**config.mk**
```make
export PLATFORM = sky130hd
export DESIGN_NAME = bwmon_top
export DESIGN_NICKNAME = d
export VERILOG_FILES = /design/src/rtl/bwmon_pkg.sv /design/src/rtl/bwmon_sat_cnt.sv /design/src/rtl/bwmon_chan_match.sv /design/src/rtl/bwmon_window_timer.sv /design/src/rtl/bwmon_top.sv
export SDC_FILE = /design/constraint.sdc
export NUM_CORES = 1
export LEC_CHECK = 0
export BUFFER_PORTS_ARGS = -buffer_cell sky130_fd_sc_hd__buf_2
export CAP_MARGIN = 40
export CORE_MARGIN = 3
export CORE_UTILIZATION = 55
export DETAILED_ROUTE_END_ITERATION = 8
export HOLD_SLACK_MARGIN = 0.1
export PLACE_DENSITY = 0.72
export RECOVER_POWER = 50
export SYNTH_ARGS = -nofsm -noshare
export SYNTH_HDL_FRONTEND = slang
export SYNTH_SLANG_ARGS = --single-unit
```
**constraint.sdc**
```tcl
create_clock -name clk -period 9.8 [get_ports clk]
set_clock_uncertainty 0.05 [all_clocks]
set_input_delay 0.98 -clock clk [delete_from_list [all_inputs] [get_ports clk]]
set_output_delay 0.98 -clock clk [all_outputs]
set_load 0.005 [all_outputs]
```
**src/rtl/bwmon_pkg.sv**
```systemverilog
// Package: shared constants of the bandwidth monitor (bus width, control
// bit positions, filter mode select bit). Assumes a 32-bit register bus.
package bwmon_pkg;
    localparam int DATA_W      = 32;
    localparam int CTL_EN_BIT  = 31;
    localparam int CTL_FLG_BIT = 30;
    localparam int CTL_TMR_BIT = 20;
    localparam int SUB_SEL_BIT = 23;
    localparam int SUB_W       = 16;
endpackage

```
**src/rtl/bwmon_sat_cnt.sv**
```systemverilog
// Module: saturating event counter. It adds one per cycle while inc is high,
// stops at all ones, and clears on clr (clr wins over inc).
// Assumes inc and clr are synchronous to clk.
module bwmon_sat_cnt #(
    parameter int W = 32
) (
    input  logic         clk,
    input  logic         rst_n,
    input  logic         clr,
    input  logic         inc,
    output logic [W-1:0] cnt
);
    // Count register: clear, saturating increment or hold.
    always_ff @(posedge clk) begin
        if (!rst_n)                cnt <= '0;
        else if (clr)              cnt <= '0;
        else if (inc && cnt != '1) cnt <= cnt + W'(1);
    end

    a_r11_no_wrap: assert property (@(posedge clk) disable iff (!rst_n)
        (cnt == '1 && !clr) |=> cnt == '1);
    a_r11_unit_step: assert property (@(posedge clk) disable iff (!rst_n)
        !clr |=> (cnt == $past(cnt) || cnt == $past(cnt) + W'(1)));
endmodule

```
**src/rtl/bwmon_chan_match.sv**
```systemverilog
// Module: grant filter of one channel. In port mode it looks up the grant's
// port in the port mask. When the mode bit of the port mask is set, it looks
// up the sub-device index in the sub-device mask instead.
// Assumes the ids are valid in the cycle gnt is high.
module bwmon_chan_match #(
    parameter int PORT_W  = 32,
    parameter int SUB_W   = 16,
    parameter int SEL_BIT = 23,
    localparam int PID_W  = $clog2(PORT_W),
    localparam int SID_W  = $clog2(SUB_W)
) (
    input  logic              en,
    input  logic              gnt,
    input  logic [PORT_W-1:0] port_mask,
    input  logic [SUB_W-1:0]  sub_mask,
    input  logic [PID_W-1:0]  port_id,
    input  logic [SID_W-1:0]  sub_id,
    output logic              hit
);
    logic sel;
    // Filter decision: pick the mask lookup by mode, then gate.
    always_comb begin
        sel = port_mask[SEL_BIT] ? sub_mask[sub_id] : port_mask[port_id];
        hit = en && gnt && sel;
    end
endmodule

```
**src/rtl/bwmon_window_timer.sv**
```systemverilog
// Module: window timer. It loads on ld and drops by one on each run cycle
// while nonzero. expire pulses in the cycle where it steps from 1 to 0.
// Assumes the caller drops run once the window has closed.
module bwmon_window_timer #(
    parameter int W = 32
) (
    input  logic         clk,
    input  logic         rst_n,
    input  logic         ld,
    input  logic [W-1:0] ld_val,
    input  logic         run,
    output logic [W-1:0] value,
    output logic         expire
);
    // Timer register: load, count down or hold.
    always_ff @(posedge clk) begin
        if (!rst_n)                  value <= '0;
        else if (ld)                 value <= ld_val;
        else if (run && value != '0) value <= value - W'(1);
    end

    // Expiry detect: last running cycle of the window.
    assign expire = run && !ld && (value == W'(1));
endmodule

```
**src/rtl/bwmon_top.sv**
```systemverilog
// Module: windowed memory bandwidth monitor. It holds the register file and
// read mux, and counts requests, grants and filtered grants per channel
// inside a timer window. At window end it sets a sticky flag that drives irq.
// Assumes single-cycle bus writes and at most one request and one grant
// per cycle.
module bwmon_top
    import bwmon_pkg::*;
#(
    parameter int NUM_CH = 4,
    parameter int CNT_W  = 32,
    parameter int ADDR_W = 5,
    localparam int PID_W = $clog2(DATA_W),
    localparam int SID_W = $clog2(SUB_W)
) (
    input  logic              clk,
    input  logic              rst_n,
    input  logic              req_stb,
    input  logic              gnt_stb,
    input  logic [PID_W-1:0]  gnt_port,
    input  logic [SID_W-1:0]  gnt_sub,
    input  logic [ADDR_W-1:0] bus_addr,
    input  logic              bus_we,
    input  logic [DATA_W-1:0] bus_wdata,
    output logic [DATA_W-1:0] bus_rdata,
    output logic              irq
);
    localparam int A_CTRL  = 0;
    localparam int A_FILT  = 1;
    localparam int A_REQ   = A_FILT + 2 * NUM_CH;
    localparam int A_GNT   = A_REQ + 1;
    localparam int A_CHCNT = A_REQ + 2;
    localparam int A_TMR   = A_CHCNT + NUM_CH;

    logic              ctl_en, ctl_tmr, flag;
    logic [NUM_CH-1:0] ctl_chen;
    logic [DATA_W-1:0] port_mask [NUM_CH];
    logic [SUB_W-1:0]  sub_mask  [NUM_CH];
    logic [CNT_W-1:0]  ch_cnt    [NUM_CH];
    logic [CNT_W-1:0]  req_cnt, gnt_cnt;
    logic [DATA_W-1:0] tmr_val, rd_next;
    logic [NUM_CH-1:0] hit;
    logic              active, tmr_run, tmr_exp, ctrl_wr, tmr_wr;

    assign ctrl_wr = bus_we && (bus_addr == ADDR_W'(A_CTRL));
    assign tmr_wr  = bus_we && (bus_addr == ADDR_W'(A_TMR));
    assign tmr_run = ctl_en && ctl_tmr && !flag;
    assign active  = ctl_en && !flag && (!ctl_tmr || tmr_val != '0);
    assign irq     = flag && ctl_en;

    // Control register fields.
    always_ff @(posedge clk) begin
        if (!rst_n) begin
            ctl_en   <= 1'b0;
            ctl_tmr  <= 1'b0;
            ctl_chen <= '0;
        end else if (ctrl_wr) begin
            ctl_en   <= bus_wdata[CTL_EN_BIT];
            ctl_tmr  <= bus_wdata[CTL_TMR_BIT];
            ctl_chen <= bus_wdata[NUM_CH-1:0];
        end
    end

    // Window-done flag: set on expiry, cleared by writing bit 30 as one.
    always_ff @(posedge clk) begin
        if (!rst_n)                              flag <= 1'b0;
        else if (tmr_exp)                        flag <= 1'b1;
        else if (ctrl_wr && bus_wdata[CTL_FLG_BIT]) flag <= 1'b0;
    end

    // Filter mask registers of all channels.
    always_ff @(posedge clk) begin
        for (int c = 0; c < NUM_CH; c++) begin
            if (!rst_n) begin
                port_mask[c] <= '0;
                sub_mask[c]  <= '0;
            end else if (bus_we && bus_addr == ADDR_W'(A_FILT + 2 * c)) begin
                port_mask[c] <= bus_wdata;
            end else if (bus_we && bus_addr == ADDR_W'(A_FILT + 2 * c + 1)) begin
                sub_mask[c]  <= bus_wdata[SUB_W-1:0];
            end
        end
    end

    bwmon_window_timer #(.W(DATA_W)) u_timer (
        .clk(clk), .rst_n(rst_n), .ld(tmr_wr), .ld_val(bus_wdata),
        .run(tmr_run), .value(tmr_val), .expire(tmr_exp)
    );

    bwmon_sat_cnt #(.W(CNT_W)) u_req_cnt (
        .clk(clk), .rst_n(rst_n), .clr(bus_we && bus_addr == ADDR_W'(A_REQ)),
        .inc(active && req_stb), .cnt(req_cnt)
    );

    bwmon_sat_cnt #(.W(CNT_W)) u_gnt_cnt (
        .clk(clk), .rst_n(rst_n), .clr(bus_we && bus_addr == ADDR_W'(A_GNT)),
        .inc(active && gnt_stb), .cnt(gnt_cnt)
    );

    for (genvar c = 0; c < NUM_CH; c++) begin : g_ch
        bwmon_chan_match #(.PORT_W(DATA_W), .SUB_W(SUB_W), .SEL_BIT(SUB_SEL_BIT)) u_match (
            .en(ctl_chen[c]), .gnt(gnt_stb), .port_mask(port_mask[c]),
            .sub_mask(sub_mask[c]), .port_id(gnt_port), .sub_id(gnt_sub), .hit(hit[c])
        );
        bwmon_sat_cnt #(.W(CNT_W)) u_cnt (
            .clk(clk), .rst_n(rst_n), .clr(bus_we && bus_addr == ADDR_W'(A_CHCNT + c)),
            .inc(active && hit[c]), .cnt(ch_cnt[c])
        );
    end

    // Read mux: decode the word address; unmapped addresses give zero.
    always_comb begin
        rd_next = '0;
        if (bus_addr == ADDR_W'(A_CTRL)) begin
            rd_next[CTL_EN_BIT]  = ctl_en;
            rd_next[CTL_FLG_BIT] = flag;
            rd_next[CTL_TMR_BIT] = ctl_tmr;
            rd_next[NUM_CH-1:0]  = ctl_chen;
        end
        if (bus_addr == ADDR_W'(A_REQ)) rd_next = DATA_W'(req_cnt);
        if (bus_addr == ADDR_W'(A_GNT)) rd_next = DATA_W'(gnt_cnt);
        if (bus_addr == ADDR_W'(A_TMR)) rd_next = tmr_val;
        for (int c = 0; c < NUM_CH; c++) begin
            if (bus_addr == ADDR_W'(A_FILT + 2 * c))     rd_next = port_mask[c];
            if (bus_addr == ADDR_W'(A_FILT + 2 * c + 1)) rd_next = DATA_W'(sub_mask[c]);
            if (bus_addr == ADDR_W'(A_CHCNT + c))        rd_next = DATA_W'(ch_cnt[c]);
        end
    end

    // Read data register.
    always_ff @(posedge clk) begin
        if (!rst_n) bus_rdata <= '0;
        else        bus_rdata <= rd_next;
    end

    a_r7_flag_at_expiry: assert property (@(posedge clk) disable iff (!rst_n)
        $rose(flag) |-> $past(tmr_val) == DATA_W'(1));
    a_r9_flag_sticky: assert property (@(posedge clk) disable iff (!rst_n)
        (flag && !(ctrl_wr && bus_wdata[CTL_FLG_BIT])) |=> flag);
    a_r8_req_hold: assert property (@(posedge clk) disable iff (!rst_n)
        (flag && !(bus_we && bus_addr == ADDR_W'(A_REQ))) |=> $stable(req_cnt));
    a_r8_timer_frozen: assert property (@(posedge clk) disable iff (!rst_n)
        (flag && !tmr_wr) |=> $stable(tmr_val));
endmodule

```
== After elaboration in Yosys (flattened, before gate mapping) ==
Memories as Yosys holds them, arrays and structs flattened.
Cells that the tools add are included.
Operators by class
  $add $sub $neg: 7
  magnitude comparators: 2
  equality and inequality tests: 22
  muxes and demuxes: 79
  bitwise logic cells: 9
  reductions and logical operators: 59
Operators by type and width (count)
  two-way mux 32 bit: 21
  adder 32 x 1 -> 32 bit, second input constant: 6
  != test 32 bit, second input constant: 6
  two-way mux 16 bit: 4
  logical AND 1 bit: 45
  two-way mux 1 bit: 44
  equality test 5 x 4 -> 1 bit, second input constant: 8
  equality test 32 x 1 -> 1 bit, second input constant: 1
  nonzero test 32 bit: 1
  subtractor 32 x 1 -> 32 bit, second input constant: 1
  binary-select mux 1 bit (select 5 bit): 4
  equality test 5 x 3 -> 1 bit, second input constant: 4
  binary-select mux 1 bit (select 4 bit): 4
  OR reduction 2 bit: 6
  equality test 5 x 2 -> 1 bit, second input constant: 2
  OR 1 bit: 8
  less-than comparator 5 x 6 -> 1 bit, second input constant: 1
  equality test 5 x 1 -> 1 bit, second input constant: 1
  zero test 5 bit: 1
  less-than comparator 4 x 5 -> 1 bit, second input constant: 1
  two-way mux 4 bit: 1
  nonzero test 2 bit: 2
  zero test 1 bit: 3
  two-way mux 2 bit: 1
  2 further kinds: 2
Storage, ports and cells
  flip-flop bits (word level): 263
  memory bits (writable): 192
  input port bits: 51
  output and inout port bits: 33
  word-level logic and storage cells: 192
  memories: 2
Memory list
  port_mask: words 4, bits a word 32, rd ports 4, clocked after memory_dff 0, wr ports 4, RTL line bwmon_top.sv:36  | logic [DATA_W-1:0] port_mask [NUM_CH];
  sub_mask: words 4, bits a word 16, rd ports 4, clocked after memory_dff 0, wr ports 4, RTL line bwmon_top.sv:37  | logic [SUB_W-1:0] sub_mask [NUM_CH];

== Logic depth before layout (Yosys ltp) ==
  depth in word-level cells: 17
  gate-level depth with buffers: 13
  depth with buffers taken out: 8

== Cells and area by module ==
Synthesis repeated with hierarchy kept, for this count alone.
Second synthesis, totals
  cell total of the unflattened synthesis: 2975
  area, all modules: 27551.4 um2
Modules (own cells, without submodules)
  bwmon_top: instances 1, cells each 1317, area each 13455.4 um2, seq. area each 6546.3 um2
  bwmon_sat_cnt: instances 6, cells each 203, area each 1667.8 um2, seq. area each 640.6 um2
  bwmon_window_timer: instances 1, cells each 264, area each 2172.1 um2, seq. area each 640.6 um2
  bwmon_chan_match: instances 4, cells each 44, area each 479.2 um2, seq. area each 0.0 um2

== Least setup slack after synthesis ==
No wires, ideal clock.
  path type: input to register
  start: input bus_addr[1]
  end: memory port_mask[1][0] (enable)
  setup time: 0.389 ns
  arrival: 3.442 ns
  data required time: 9.361 ns
  setup slack: 5.918 ns
  cell stages on the path: 8
  buffers on the path: 4
  path through: clkbuf_1 > or3b_2 > clkbuf_1 > nor2_1 > clkbuf_1 > buf_1 > nand2_1 > nand2_1
RTL lines
  from (decl): RTL line bwmon_top.sv:21  | input logic [ADDR_W-1:0] bus_addr,
  to (decl): RTL line bwmon_top.sv:36

==> impl_metrics.py <==
metrics = {
    "status": {
        "status": "complete, but fails checks",
        "failed_checks": "max-capacitance violations, max-slew violations",
    },
    "clocking": {
        "clock-root-buffer": "clkbuf_16",
        "clock_latency_ns": 0.60,
        "cts_made_buffers": 50,
        "htreeDepth": 2,
        "clk_path_buf_depth": 3,
        "cts_resized": 0,
        "cts_tree": "built",
        "post_cts_buffers": 0,
        "path_clk_slew_ns": 0.06,
        "cts_hold_buffers": 0,
        "cts.sinks": 455,
    },
    "detailed_routing": {
        "vias": 22800,
        "drt_first_pass_iters": 6,
        "first_iter_violations": 3685,
        "ant_nets": 0,
        "wirelength_um": 92700,
        "post-route-drc-count": 0,
        "wire_per_inst_um": 28.3,
        "routed_via_density": 6.97,
    },
    "placed_design": {
        "dpl.cell_count": 3176,
        "dp_hpwl_um": 67900,
        "io_buffers": 83,
        "dpl_cell_area_sq_um": 25400,
        "gp_congestion": 1.02,
    },
    "critical_path": {
        "critPathSlowestCell": "clkbuf_1",
        "critPathCaptureType": "register",
        "cp-start-kind": "primary input",
        "path_cells": "clkbuf_1 -> or3b_2 -> nor2_1 -> clkbuf_1 -> nand2_1 -> nand2_1 -> clkbuf_1",
        "r2r_end": "g_ch[0].u_cnt.cnt[29]$_SDFFE_PP0P_",
        "crit_type": "primary input to register",
        "timing.reg2reg.worst_path_depth": 8,
        "crit_path_max_incr_delay_ns": 1.47,
        "r2r_setup_slack_ns": 6.06,
        "crit_top_cell": "clkbuf_1",
        "cp_top_family": "buffers and inverters",
        "cp_max_fo": 32,
        "cp.required_ns": 9.92,
        "worstPathArrival_ns": 5.40,
        "reg2reg_from": "sub_mask[0][14]$_SDFFCE_PN0P_",
        "cp.buffers_inverters": 3,
    },
    "yosys": {
        "synth_nets": 2688,
        "muxShareOfSynthArea_pct": 5.31,
        "synth.avg_cell_area_sq_um": 9.31,
        "ys_ff_latch": 455,
        "synth_compound_area_share_pct": 15.9,
        "synth_top_family_by_area": "simple AND/OR/NAND/NOR gates",
        "synthDistinctLibCells": 83,
        "yosys_warnings": 0,
        "synth_ff_type": "dfxtp_1",
        "synth_edf_count": 192,
        "synth_xor_area_share_pct": 4.08,
        "synth_top_area_share_pct": 23.6,
        "synth_top_cell_by_area": "edfxtp_1",
        "async_flop_share_pct": 0,
        "syn_inst": 2629,
        "syn-cell-area_sq_um": 24500,
        "seq_area_frac_synth_pct": 45.1,
        "synth-simple-area-share_pct": 25.5,
        "synth_fa_ha_area_share_pct": 0.409,
        "yosys-top-cells-area": "edfxtp_1 (24%), dfxtp_1 (22%), and2_1 (5.2%), a22oi_1 (3.4%), nor2_1 (3.3%)",
    },
    "finish": {
        "area_growth_pct": 9.76,
        "postLayoutCellArea_sq_um": 26900,
        "finalNonFillerCells": 3273,
        "fin_nets": 2704,
        "drive_gt1_share_pct": 9.42,
        "layout_common_cells": "dfxtp_1 (263), nand2_1 (210), nor2_1 (207)",
        "nFillCells": 3859,
        "fin_util_pct": 61.7,
        "layout_commonest_cell": "dfxtp_1",
    },
    "floorplan": {
        "pin_count": 84,
        "dieArea_sq_um": 47100,
        "dieWidth_um": 217,
        "core_area_sq_um": 43600,
        "num_rows": 76,
        "dieHeight_um": 217,
        "initial_core_util_pct": 56.2,
    },
    "power": {
        "power_uw": 4240,
        "leakagePower_uw": 0.00877,
        "vdd_drop_max_uv": 162,
        "power_density_nw_per_um2": 158,
    },
    "timing": {
        "relSlewSlack_pct": -36.6,
        "post-route-period-util_pct": 53.8,
        "tns_ns": 0,
        "drv_slew": 137,
        "setup_viol": 0,
        "grt_setup_unrepaired": "no",
        "worstMarginPinSlew_ns": 2.05,
        "fmax_mhz": 190,
        "final-hold-violation-count": 0,
        "fin_crit_ns": 5.28,
    },
    "min_path": {
        "hp-class": "register to register",
        "hold_end": "g_ch[2].u_cnt.cnt[10]$_SDFFE_PP0P_",
        "hp-start": "g_ch[2].u_cnt.cnt[10]$_SDFFE_PP0P_",
        "whs_path_depth": 2,
    },
    "global_route": {
        "overflow": 0,
        "grt_max_degree": 58,
        "grt_pass1_vias": 20700,
        "grt_antenna_before_repair": 3,
        "grt_usage_pct": 38.4,
        "grt_pass1_wl_um": 135000,
    },
    "flow_run": {
        "maxCapViolations": 5,
    },
}
==> worst register-to-register path, delay by kind of cell (launching register included) <==
kind                   cells  cell delay, ns
muxes                      1            0.26
DFF                        1            0.44
AOI/OAI and AO/OA          4            1.15
buffers and inverters      1            0.27
and+or+nand+nor            2            1.44
==> routing by layer <==
layer | global-route usage (%) | part of all wire [%] | vias up
met2 | 54.4 | 41 | 1577
met4 | 19.8 | 6.0 | 2
met3 | 8.81 | 13 | 287
li1 | - | - | 9911
met1 | 54.9 | 39 | 11000
met5 | 0 | 0.014 | -
==> synth_stat cells, types with 78 or more instances <==
cell and n:
nand4_1 78, nand3_1 124, edfxtp_1 192, a22oi_1 111, clkbuf_1 139, and2_1 203
o21ai_0 101, a21oi_1 148, dfxtp_1 263, nor2_1 212, nand2_1 211
==> metrics by stage <==
step | hold slack [ns] | worst slack (ns)
2_1_floorplan | 0.399 | 5.92
3_3_place_gp | 0.426 | 5.20
3_5_place_dp | 0.444 | 5.16
4_1_cts | 0.457 | 5.79
5_1_grt | 0.485 | 4.22
6_report | 0.462 | 4.52
==> kinds of logic (layout without fill, tap and decap cells) <==
group / count (synthesis) / in the layout
adder cells (fa/ha/maj): 8 / 8
flip-flops: 455 / 455
AND/OR/NAND/NOR: 1167 / 1167
AO/OA/AOI/OAI: 585 / 585
buffers and inverters: 211 / 267
other: 0 / 3
XOR/XNOR: 114 / 114
multiplexers: 89 / 89
==> layout make-up <==
class / instances / area (sq um) / share of cell area, %
flip-flops and latches: 455 / 11000 / 41.1
diodes: 3 / 7.51 / 0.0279
inverters: 32 / 120 / 0.447
well taps: 585 / 732 / 2.72
multi-input cells: 1963 / 12600 / 46.8
clock inverters: 19 / 151 / 0.564
repair buffers: 143 / 827 / 3.08
clock buffers: 73 / 1420 / 5.30
==> registers in the layout, summed over array words and instances, names as in the netlist <==
| register | cells |
|---|---|
| flag | 1 |
| ctl_tmr | 1 |
| port_mask | 128 |
| g_ch.u_cnt.cnt | 128 |
| u_timer.value | 32 |
| u_req_cnt.cnt | 32 |
| sub_mask | 64 |
| bus_rdata | 32 |
| u_gnt_cnt.cnt | 32 |
| ctl_en | 1 |
| ctl_chen | 4 |
==> power breakdown <==
part | leakage [uW] | total (uW) | internal (uW) | switching (uW)
sequential | 0.00395 | 2080 | 2030 | 49.0
clock | 0.000759 | 1850 | 1060 | 797
combinational | 0.00406 | 313 | 95.3 | 218
==> worst max path at each step <==
| stage | depth (start not counted) | end | start | slack, ns |
|---|---|---|---|---|
| finish | 7 | port_mask[1][13]$_SDFFCE_PN0P_ | bus_addr[1] | 4.52 |
| detailed placement | 9 | g_ch[0].u_cnt.cnt[29]$_SDFFE_PP0P_ | gnt_sub[0] | 5.16 |
| CTS | 9 | g_ch[0].u_cnt.cnt[29]$_SDFFE_PP0P_ | gnt_sub[0] | 5.79 |
| global route | 7 | port_mask[1][1]$_SDFFCE_PN0P_ | bus_addr[1] | 4.22 |
| floorplan | 8 | port_mask[1][0]$_SDFFCE_PN0P_ | bus_addr[1] | 5.92 |
| global placement | 8 | g_ch[0].u_cnt.cnt[29]$_SDFFE_PP0P_ | gnt_sub[0] | 5.20 |
No activity file was read; power rests on OpenSTA's default activity.
